===== src/rtl/teller_pkg.sv =====
package teller_pkg;

    localparam int AMT_W = 16;

    typedef enum logic [3:0] {
        ST_PIN, ST_MENU, ST_BAL, ST_WDR, ST_DEP,
        ST_CHK, ST_NEWPIN, ST_BLINK, ST_ERR
    } state_t;

    typedef enum logic [2:0] {
        SVC_BAL = 3'd0, SVC_WDR = 3'd1, SVC_DEP = 3'd2,
        SVC_CHK = 3'd3, SVC_PIN = 3'd4
    } svc_t;

    typedef enum logic [2:0] {
        STS_OK = 3'd0, STS_BAD_PIN = 3'd1, STS_BAD_AMT = 3'd2,
        STS_NO_FUNDS = 3'd3, STS_OVER = 3'd4, STS_SAME_PIN = 3'd5
    } status_t;

    typedef enum logic [2:0] {
        INC_NONE, INC_10, INC_20, INC_50, INC_100
    } inc_t;

    typedef struct packed {
        logic up;
        logic right;
        logic left;
        logic down;
        logic enter;
    } keys_t;

    // Direction to increment, fixed priority up > right > left > down.
    function automatic inc_t pick_inc(keys_t k);
        if (k.up)         return INC_10;
        else if (k.right) return INC_20;
        else if (k.left)  return INC_50;
        else if (k.down)  return INC_100;
        else              return INC_NONE;
    endfunction

    function automatic logic [AMT_W-1:0] inc_value(inc_t i);
        case (i)
            INC_10:  return AMT_W'(10);
            INC_20:  return AMT_W'(20);
            INC_50:  return AMT_W'(50);
            INC_100: return AMT_W'(100);
            default: return '0;
        endcase
    endfunction

    function automatic logic bcd_ok(logic [7:0] s);
        return (s[7:4] <= 4'd9) && (s[3:0] <= 4'd9);
    endfunction

    function automatic logic [AMT_W-1:0] bcd_value(logic [7:0] s);
        return AMT_W'(s[7:4]) * AMT_W'(10) + AMT_W'(s[3:0]);
    endfunction

    // Cursor step with wrap over the five services.
    function automatic svc_t svc_step(svc_t s, logic fwd);
        logic [2:0] v;
        v = s;
        if (fwd) v = (v == 3'd4) ? 3'd0 : v + 3'd1;
        else     v = (v == 3'd0) ? 3'd4 : v - 3'd1;
        return svc_t'(v);
    endfunction

endpackage


===== src/rtl/teller_amount.sv =====
module teller_amount
    import teller_pkg::*;
#(
    parameter int CAP = 9990
) (
    input  logic             clk,
    input  logic             rst,
    input  logic             clear,
    input  inc_t             inc,
    output logic [AMT_W-1:0] total
);
    localparam logic [AMT_W:0] CAP_V = (AMT_W+1)'(CAP);

    logic [AMT_W:0] sum;

    always_comb sum = {1'b0, total} + {1'b0, inc_value(inc)};

    always_ff @(posedge clk) begin
        if (rst || clear) begin
            total <= '0;
        end else if (inc != INC_NONE && sum <= CAP_V) begin
            total <= sum[AMT_W-1:0];
        end
    end
endmodule


===== src/rtl/teller_blink.sv =====
module teller_blink #(
    parameter int HOLD_CYCLES = 500_000_000,
    parameter int HALF_CYCLES = 50_000_000
) (
    input  logic clk,
    input  logic rst,
    input  logic start,
    output logic busy,
    output logic done,
    output logic phase
);
    localparam int HW = $clog2(HOLD_CYCLES + 1);
    localparam int FW = $clog2(HALF_CYCLES + 1);
    localparam logic [HW-1:0] HOLD_LAST = HW'(HOLD_CYCLES - 1);
    localparam logic [FW-1:0] HALF_LAST = FW'(HALF_CYCLES - 1);

    logic [HW-1:0] cnt;
    logic [FW-1:0] hcnt;

    assign done = busy && (cnt == HOLD_LAST);

    always_ff @(posedge clk) begin
        if (rst) begin
            busy  <= 1'b0;
            cnt   <= '0;
            hcnt  <= '0;
            phase <= 1'b0;
        end else if (start) begin
            busy  <= 1'b1;
            cnt   <= '0;
            hcnt  <= '0;
            phase <= 1'b1;
        end else if (busy) begin
            if (done) begin
                busy  <= 1'b0;
                phase <= 1'b0;
            end else begin
                cnt <= cnt + 1'b1;
                if (hcnt == HALF_LAST) begin
                    hcnt  <= '0;
                    phase <= ~phase;
                end else begin
                    hcnt <= hcnt + 1'b1;
                end
            end
        end
    end
endmodule


===== src/rtl/teller_ctrl.sv =====
module teller_ctrl
    import teller_pkg::*;
#(
    parameter int         HOLD_CYCLES = 500_000_000,
    parameter int         HALF_CYCLES = 50_000_000,
    parameter int         BAL_MAX     = 1500,
    parameter int         WDR_MAX     = 500,
    parameter int         WDR_STEP    = 20,
    parameter int         ENTRY_CAP   = 9990,
    parameter logic [7:0] DEFAULT_PIN = 8'h00
) (
    input  logic        clk,
    input  logic        rst,
    input  logic        btn_up,
    input  logic        btn_down,
    input  logic        btn_left,
    input  logic        btn_right,
    input  logic        btn_enter,
    input  logic [7:0]  sw,
    output logic [15:0] disp_val,
    output logic [2:0]  status,
    output logic        blink_en
);
    localparam logic [AMT_W:0]   BAL_MAX_V  = (AMT_W+1)'(BAL_MAX);
    localparam logic [AMT_W-1:0] WDR_MAX_V  = AMT_W'(WDR_MAX);
    localparam logic [AMT_W-1:0] WDR_STEP_V = AMT_W'(WDR_STEP);

    keys_t            keys;
    state_t           state_q, state_n;
    svc_t             sel_q, sel_n;
    status_t          sts_q, sts_n;
    logic [AMT_W-1:0] bal_q, bal_n;
    logic [AMT_W-1:0] shown_q, shown_n;
    logic [7:0]       pin_q, pin_n;

    logic [AMT_W-1:0] acc;
    inc_t             acc_inc;
    logic             acc_clear;
    logic             blink_start, blink_busy, blink_done, blink_phase;

    logic [AMT_W:0]   dep_sum, chk_sum;
    logic [AMT_W-1:0] chk_val, wdr_rem;

    assign keys = '{up: btn_up, right: btn_right, left: btn_left,
                    down: btn_down, enter: btn_enter};

    teller_amount #(.CAP(ENTRY_CAP)) amount_i (
        .clk   (clk),
        .rst   (rst),
        .clear (acc_clear),
        .inc   (acc_inc),
        .total (acc)
    );

    teller_blink #(.HOLD_CYCLES(HOLD_CYCLES), .HALF_CYCLES(HALF_CYCLES)) blink_i (
        .clk   (clk),
        .rst   (rst),
        .start (blink_start),
        .busy  (blink_busy),
        .done  (blink_done),
        .phase (blink_phase)
    );

    always_comb begin
        chk_val = bcd_value(sw);
        dep_sum = {1'b0, bal_q} + {1'b0, acc};
        chk_sum = {1'b0, bal_q} + {1'b0, chk_val};
        wdr_rem = acc % WDR_STEP_V;
    end

    always_comb begin
        state_n     = state_q;
        sel_n       = sel_q;
        sts_n       = sts_q;
        bal_n       = bal_q;
        shown_n     = shown_q;
        pin_n       = pin_q;
        blink_start = 1'b0;
        acc_clear   = 1'b0;
        acc_inc     = INC_NONE;

        case (state_q)
            ST_PIN: begin
                if (keys.enter) begin
                    if (sw == pin_q) begin
                        state_n = ST_MENU;
                        sts_n   = STS_OK;
                    end else begin
                        sts_n = STS_BAD_PIN;
                    end
                end
            end
            ST_MENU: begin
                if (keys.enter) begin
                    acc_clear = 1'b1;
                    case (sel_q)
                        SVC_BAL: state_n = ST_BAL;
                        SVC_WDR: state_n = ST_WDR;
                        SVC_DEP: state_n = ST_DEP;
                        SVC_CHK: state_n = ST_CHK;
                        default: state_n = ST_NEWPIN;
                    endcase
                end else if (keys.up || keys.right) begin
                    sel_n = svc_step(sel_q, 1'b1);
                end else if (keys.down || keys.left) begin
                    sel_n = svc_step(sel_q, 1'b0);
                end
            end
            ST_BAL: begin
                if (keys.enter) state_n = ST_MENU;
            end
            ST_WDR: begin
                if (keys.enter) begin
                    if (wdr_rem != '0 || acc > WDR_MAX_V) begin
                        state_n = ST_ERR;
                        sts_n   = STS_BAD_AMT;
                    end else if (acc > bal_q) begin
                        state_n = ST_ERR;
                        sts_n   = STS_NO_FUNDS;
                    end else begin
                        bal_n       = bal_q - acc;
                        shown_n     = acc;
                        state_n     = ST_BLINK;
                        blink_start = 1'b1;
                    end
                end else begin
                    acc_inc = pick_inc(keys);
                end
            end
            ST_DEP: begin
                if (keys.enter) begin
                    if (dep_sum > BAL_MAX_V) begin
                        state_n = ST_ERR;
                        sts_n   = STS_OVER;
                    end else begin
                        bal_n       = dep_sum[AMT_W-1:0];
                        shown_n     = acc;
                        state_n     = ST_BLINK;
                        blink_start = 1'b1;
                    end
                end else begin
                    acc_inc = pick_inc(keys);
                end
            end
            ST_CHK: begin
                if (keys.enter) begin
                    if (!bcd_ok(sw)) begin
                        state_n = ST_ERR;
                        sts_n   = STS_BAD_AMT;
                    end else if (chk_sum > BAL_MAX_V) begin
                        state_n = ST_ERR;
                        sts_n   = STS_OVER;
                    end else begin
                        bal_n       = chk_sum[AMT_W-1:0];
                        shown_n     = chk_val;
                        state_n     = ST_BLINK;
                        blink_start = 1'b1;
                    end
                end
            end
            ST_NEWPIN: begin
                if (keys.enter) begin
                    if (sw == pin_q) begin
                        state_n = ST_ERR;
                        sts_n   = STS_SAME_PIN;
                    end else begin
                        pin_n   = sw;
                        state_n = ST_MENU;
                    end
                end
            end
            ST_BLINK: begin
                if (blink_done) state_n = ST_BAL;
            end
            ST_ERR: begin
                if (keys.enter) begin
                    state_n = ST_MENU;
                    sts_n   = STS_OK;
                end
            end
            default: state_n = ST_PIN;
        endcase
    end

    always_ff @(posedge clk) begin
        if (rst) begin
            state_q <= ST_PIN;
            sel_q   <= SVC_BAL;
            sts_q   <= STS_OK;
            bal_q   <= '0;
            shown_q <= '0;
            pin_q   <= DEFAULT_PIN;
        end else begin
            state_q <= state_n;
            sel_q   <= sel_n;
            sts_q   <= sts_n;
            bal_q   <= bal_n;
            shown_q <= shown_n;
            pin_q   <= pin_n;
        end
    end

    always_comb begin
        case (state_q)
            ST_MENU:        disp_val = 16'(sel_q);
            ST_BAL:         disp_val = bal_q;
            ST_WDR, ST_DEP: disp_val = acc;
            ST_CHK:         disp_val = bcd_ok(sw) ? chk_val : '0;
            ST_NEWPIN:      disp_val = 16'(sw);
            ST_BLINK:       disp_val = shown_q;
            default:        disp_val = '0;
        endcase
    end

    assign status   = sts_q;
    assign blink_en = (state_q == ST_BLINK) && blink_phase && blink_busy;

endmodule


===== config.mk =====
export PLATFORM = sky130hd
export DESIGN_NAME = teller_ctrl
export DESIGN_NICKNAME = d
export VERILOG_FILES = /design/src/rtl/teller_pkg.sv /design/src/rtl/teller_amount.sv /design/src/rtl/teller_blink.sv /design/src/rtl/teller_ctrl.sv
export SDC_FILE = /design/constraint.sdc
export NUM_CORES = 1
export LEC_CHECK = 0
export BUFFER_PORTS_ARGS = -buffer_cell sky130_fd_sc_hd__buf_2
export CAP_MARGIN = 40
export CORE_MARGIN = 3
export CORE_UTILIZATION = 60
export DETAILED_ROUTE_END_ITERATION = 10
export PLACE_DENSITY = 0.84
export SLEW_MARGIN = 25
export SYNTH_ARGS = -nofsm -noshare
export SYNTH_HDL_FRONTEND = slang
export SYNTH_SLANG_ARGS = --single-unit

===== constraint.sdc =====
create_clock -name clk -period 10.9 [get_ports clk]
set_input_delay 0.545 -clock clk [delete_from_list [all_inputs] [get_ports clk]]
set_output_delay 0.545 -clock clk [all_outputs]
set_load 0.05 [all_outputs]

==> metrics.txt <==
# TYPE chip_impl_metric gauge
chip_impl_metric{name="die-area",unit="sq um"} 19000
chip_impl_metric{name="detailroute.via_count",unit=""} 10100
chip_impl_metric{name="placed_wire_length_estimate",unit="mm"} 19.4
chip_impl_metric{name="drc_marker_count_from_the_first_detailed_route_iteration",unit=""} 1180
chip_impl_metric{name="synth_top_cell_area_share",unit="%"} 23.4
chip_impl_metric{name="share_of_synthesized_cell_area_in_and_or_nand_and_nor_gates",unit="%"} 25.1
chip_impl_metric{name="synth_edf_count",unit=""} 0
chip_impl_metric{name="powerDensity",unit="nW/um^2"} 95.3
chip_impl_metric{name="max_freq",unit="MHz"} 170
chip_impl_metric{name="grt_first_pass_wirelength",unit="mm"} 46.0
chip_impl_info{name="critPathCaptureType",value="flop"} 1
chip_impl_metric{name="ios",unit=""} 35
chip_impl_metric{name="cts_buffer_count",unit=""} 17
chip_impl_metric{name="synth_xor_area_share",unit="%"} 9.73
chip_impl_metric{name="syn_nets",unit=""} 1424
chip_impl_metric{name="met2_usage",unit="%"} 46.8
chip_impl_info{name="ctsRootBufferMaster",value="clkbuf_16"} 1
chip_impl_metric{name="grt_start_max_net_pins",unit=""} 56
chip_impl_metric{name="clk_buf_depth",unit=""} 2
chip_impl_info{name="start_kind",value="flop"} 1
chip_impl_metric{name="postCtsSetupBuffers",unit=""} 0
chip_impl_metric{name="adder_cell_area_share_of_the_yosys_netlist",unit="%"} 8.34
chip_impl_metric{name="drt_pass_1_iters",unit=""} 6
chip_impl_metric{name="post_drt_via_cell_ratio",unit=""} 6.44
chip_impl_metric{name="timing.max_cap.violations",unit=""} 0
chip_impl_metric{name="synth_seq_cells",unit=""} 122
chip_impl_metric{name="net-switching-power",unit="W"} 0.000274
chip_impl_metric{name="total_area_of_multi_input_combinational_cells",unit="sq um"} 7390
chip_impl_metric{name="internal_power",unit="W"} 0.000800
chip_impl_metric{name="synthArstFlopShare",unit="%"} 0
chip_impl_metric{name="std_cell_rows",unit=""} 47
chip_impl_metric{name="postSynthAreaPerCell",unit="sq um"} 7.78
chip_impl_metric{name="globalRouteMet1Util",unit="%"} 42.1
chip_impl_metric{name="chipWidth",unit="microns"} 138
chip_impl_metric{name="power.combinational.fraction",unit="%"} 6.0
chip_impl_metric{name="post_synth_mux_area_share",unit="%"} 5.95
chip_impl_info{name="timing_worst_setup_path_type",value="reg -> reg"} 1
chip_impl_info{name="cts_tree",value="yes"} 1
chip_impl_metric{name="timing.reg2reg.setup_slack",unit="ps"} 5020
chip_impl_metric{name="worst_slew_pin_slew",unit="ps"} 860
chip_impl_metric{name="setup_viol",unit=""} 0
chip_impl_metric{name="die_h",unit="microns"} 138
chip_impl_metric{name="cts_hold_repair.buffers",unit=""} 0
chip_impl_metric{name="placed_cells",unit=""} 1539
chip_impl_metric{name="starting_density_of_the_core",unit="%"} 62.1
chip_impl_metric{name="global_route.overflow_total",unit=""} 0
chip_impl_metric{name="post_cts_resize_count",unit=""} 0
chip_impl_metric{name="detail_route.drc_violations",unit=""} 0
chip_impl_metric{name="flow.area_growth_from_synthesis",unit="%"} 7.81
chip_impl_info{name="rsz0062_at_grt",value="false"} 1
chip_impl_metric{name="synthesized_area_fraction_occupied_by_ao_oa_aoi_and_oai_cells",unit="%"} 21.6
chip_impl_metric{name="detail_route.wirelength",unit="mm"} 27.9
chip_impl_metric{name="clkLatencyLatePin",unit="ps"} 430
chip_impl_metric{name="drtAntennaViolNets",unit=""} 0
chip_impl_metric{name="post_synth_num_cell_types",unit=""} 98
chip_impl_metric{name="power_leakage",unit="nW"} 4.26
chip_impl_metric{name="worst_clk_skew",unit="ps"} 8.86
chip_impl_metric{name="io_port_bufs",unit=""} 34
chip_impl_info{name="hold_path.startpoint",value="sw[1]"} 1
chip_impl_metric{name="clockPowerShare",unit="%"} 52.4
chip_impl_metric{name="timing_hold_violations_final",unit=""} 0
chip_impl_metric{name="insertedDiodeCount",unit=""} 0
chip_impl_info{name="synth_ff_type",value="dfxtp_1"} 1
chip_impl_info{name="timing.rr.start",value="amount_i.total[9]$_SDFFE_PP0P_"} 1
chip_impl_metric{name="ys_seq_area_share",unit="%"} 23.4
chip_impl_metric{name="first_global_vias",unit=""} 9219
chip_impl_metric{name="track_usage",unit="%"} 29.8
chip_impl_metric{name="register_area",unit="sq um"} 2440
chip_impl_metric{name="sequentialPowerShare",unit="%"} 41.6
chip_impl_metric{name="layout-drive-gt1-share",unit="%"} 9.31
chip_impl_info{name="holdCritPathClass",value="in -> reg"} 1
chip_impl_info{name="synth.largest_area_cell",value="dfxtp_1"} 1
chip_impl_metric{name="core-area",unit="sq um"} 16800
chip_impl_info{name="ys_top_cells_by_area",value="dfxtp_1 (23%), ha_1 (7.2%), nor2_1 (5.5%)"} 1
chip_impl_info{name="status",value="completed"} 1
chip_impl_metric{name="grt.met3_usage",unit="%"} 4.90
chip_impl_metric{name="fillerInstances",unit=""} 1403
chip_impl_metric{name="syn-instance-count",unit=""} 1343
chip_impl_metric{name="slew_viol_final",unit=""} 0
chip_impl_metric{name="r2r_cells",unit=""} 16
chip_impl_metric{name="gpl.final_weighted_congestion",unit=""} 0.989
chip_impl_metric{name="cts-htree-levels",unit=""} 4
chip_impl_metric{name="setup_total_negative_slack",unit="ps"} 0
chip_impl_metric{name="nets",unit=""} 1421
chip_impl_info{name="cp-endpoint",value="blink_i.hcnt[17]$_SDFFE_PP0P_"} 1
chip_impl_metric{name="relative_slew_slack",unit="%"} 42.5
chip_impl_metric{name="min_period_over_period",unit="%"} 53.9
chip_impl_info{name="rr_endpoint",value="blink_i.hcnt[17]$_SDFFE_PP0P_"} 1
chip_impl_metric{name="stdcell_count",unit=""} 1573
chip_impl_metric{name="power.ir.vdd_worst",unit="V"} 0.000156
chip_impl_metric{name="cts.reportedPaths.clkPinSlew",unit="ps"} 60
chip_impl_metric{name="ys.warnings.count",unit=""} 0
chip_impl_metric{name="clock-sinks",unit=""} 122
chip_impl_metric{name="finalCriticalPeriod",unit="ps"} 5880
chip_impl_info{name="synth_most_common_cell",value="nor2_1"} 1
chip_impl_metric{name="required_time_worst_endpoint",unit="ps"} 11230
chip_impl_info{name="launch_point_of_the_critical_path",value="amount_i.total[9]$_SDFFE_PP0P_"} 1
chip_impl_metric{name="initial_antenna_violation_count",unit=""} 0
chip_impl_metric{name="swShare",unit="%"} 25.5
chip_impl_metric{name="critical_path_peak_fanout",unit=""} 55
chip_impl_metric{name="detail_route.wl_per_cell",unit="microns"} 17.7
chip_impl_metric{name="synth.cell_area",unit="sq um"} 10400
chip_impl_info{name="largest_family_of_logic_cells_by_synthesized_area",value="simple AND/OR/NAND/NOR gates"} 1
chip_impl_info{name="synth_common_cells",value="nor2_1 (153), nand2_1 (135), dfxtp_1 (122), a21oi_1 (64), xnor2_1 (63)"} 1
chip_impl_metric{name="critPathArrivalTime",unit="ps"} 6200
chip_impl_info{name="busiest_layer",value="met2"} 1
[through the flow]
stage | util [%] | power (W) | area [sq um] | setup slack [ps] | hold WS (ps)
6_report | 67.0 | 0.00107 | 11300 | 5020 | 458
5_1_grt | 67.0 | 0.00110 | 11300 | 4670 | 476
4_1_cts | 66.9 | 0.00107 | 11200 | 4990 | 450
3_5_place_dp | 63.4 | 0.000519 | 10700 | 4940 | 450
3_3_place_gp | 63.0 | 0.000518 | 10600 | 4950 | 443
2_1_floorplan | - | 0.000502 | 10400 | 6130 | 434
[sequential cells by signal, indices dropped and copies added, names as in the netlist]
register and count:
amount_i.total 15, status 3, blink_i.hcnt 26, blink_i.phase 1, state_q 4, blink_i.cnt 29, bal_q 16, pin_q 8
sel_q 3, shown_q 16, blink_i.busy 1
[power by group through the flow]
stage           logic, W  clock network [W]  registers, W
6_report       0.0000640           0.000563      0.000447
5_1_grt        0.0000707           0.000585      0.000446
4_1_cts        0.0000629           0.000565      0.000447
3_5_place_dp   0.0000624                  0      0.000456
3_3_place_gp   0.0000611                  0      0.000456
2_1_floorplan  0.0000434                  0      0.000458
[metal layers]
layer	vias up	share of wire, %
met3	72	9.4
met1	4712	43
met4	0	2.4
met2	511	45
li1	4831	-
met5	-	0
[cell families after synthesis]
group	Yosys count
XOR/XNOR	116
AO/OA/AOI/OAI	316
buffers and inverters	138
adder cells (fa/ha/maj)	66
flip-flops	122
AND/OR/NAND/NOR	528
multiplexers	57
[how the worst min path moves through the flow]
stage | to | slack (ps) | cells past startpoint
after floorplan | shown_q[0]$_SDFFE_PP0P_ | 430 | 2
after global placement | shown_q[3]$_SDFFE_PP0P_ | 440 | 2
after detailed placement | shown_q[3]$_SDFFE_PP0P_ | 450 | 2
after CTS | pin_q[1]$_SDFFE_PP0P_ | 450 | 3
after global routing | shown_q[3]$_SDFFE_PP0P_ | 480 | 2
final | pin_q[1]$_SDFFE_PP0P_ | 460 | 3
[worst max-delay path, cell delays in order (launching register included)]
cell and delay [ps]:
dfxtp_1 760, inv_2 240, o221a_1 330, nor3_1 390, a22o_1 260, a211oi_1 90
a2111oi_2 500, buf_2 280, nor3_1 60, a311o_1 340, a21oi_1 650, mux2_1 380
o22ai_1 240, o32ai_4 170, o2111ai_4 130, nand3_4 520, nor3_1 390
[cell usage in the layout (no fill, tap or decap), types with 21 or more instances in the layout]
cell type,Yosys,layout
xor2_1,53,53
o21ai_0,60,60
nor3_1,34,33
mux2i_1,43,43
ha_1,60,60
nand3_1,48,48
nand4_1,21,21
a21oi_1,64,64
nor2b_1,31,31
nand2_1,135,135
dfxtp_1,122,122
inv_1,56,56
xnor2_1,63,63
nor2_1,153,153
buf_2,12,35
[final cells by class]
| cell class | count | share of cell area, % |
|---|---|---|
| Timing Repair Buffer | 54 | 2.94 |
| Sequential cell | 122 | 21.7 |
| Clock inverter | 13 | 1.20 |
| Inverter | 62 | 2.07 |
| Clock buffer | 19 | 4.02 |
| Multi-Input combinational cell | 1083 | 65.6 |
| Tap cell | 220 | 2.44 |
Power figures use the tool's default switching activity.
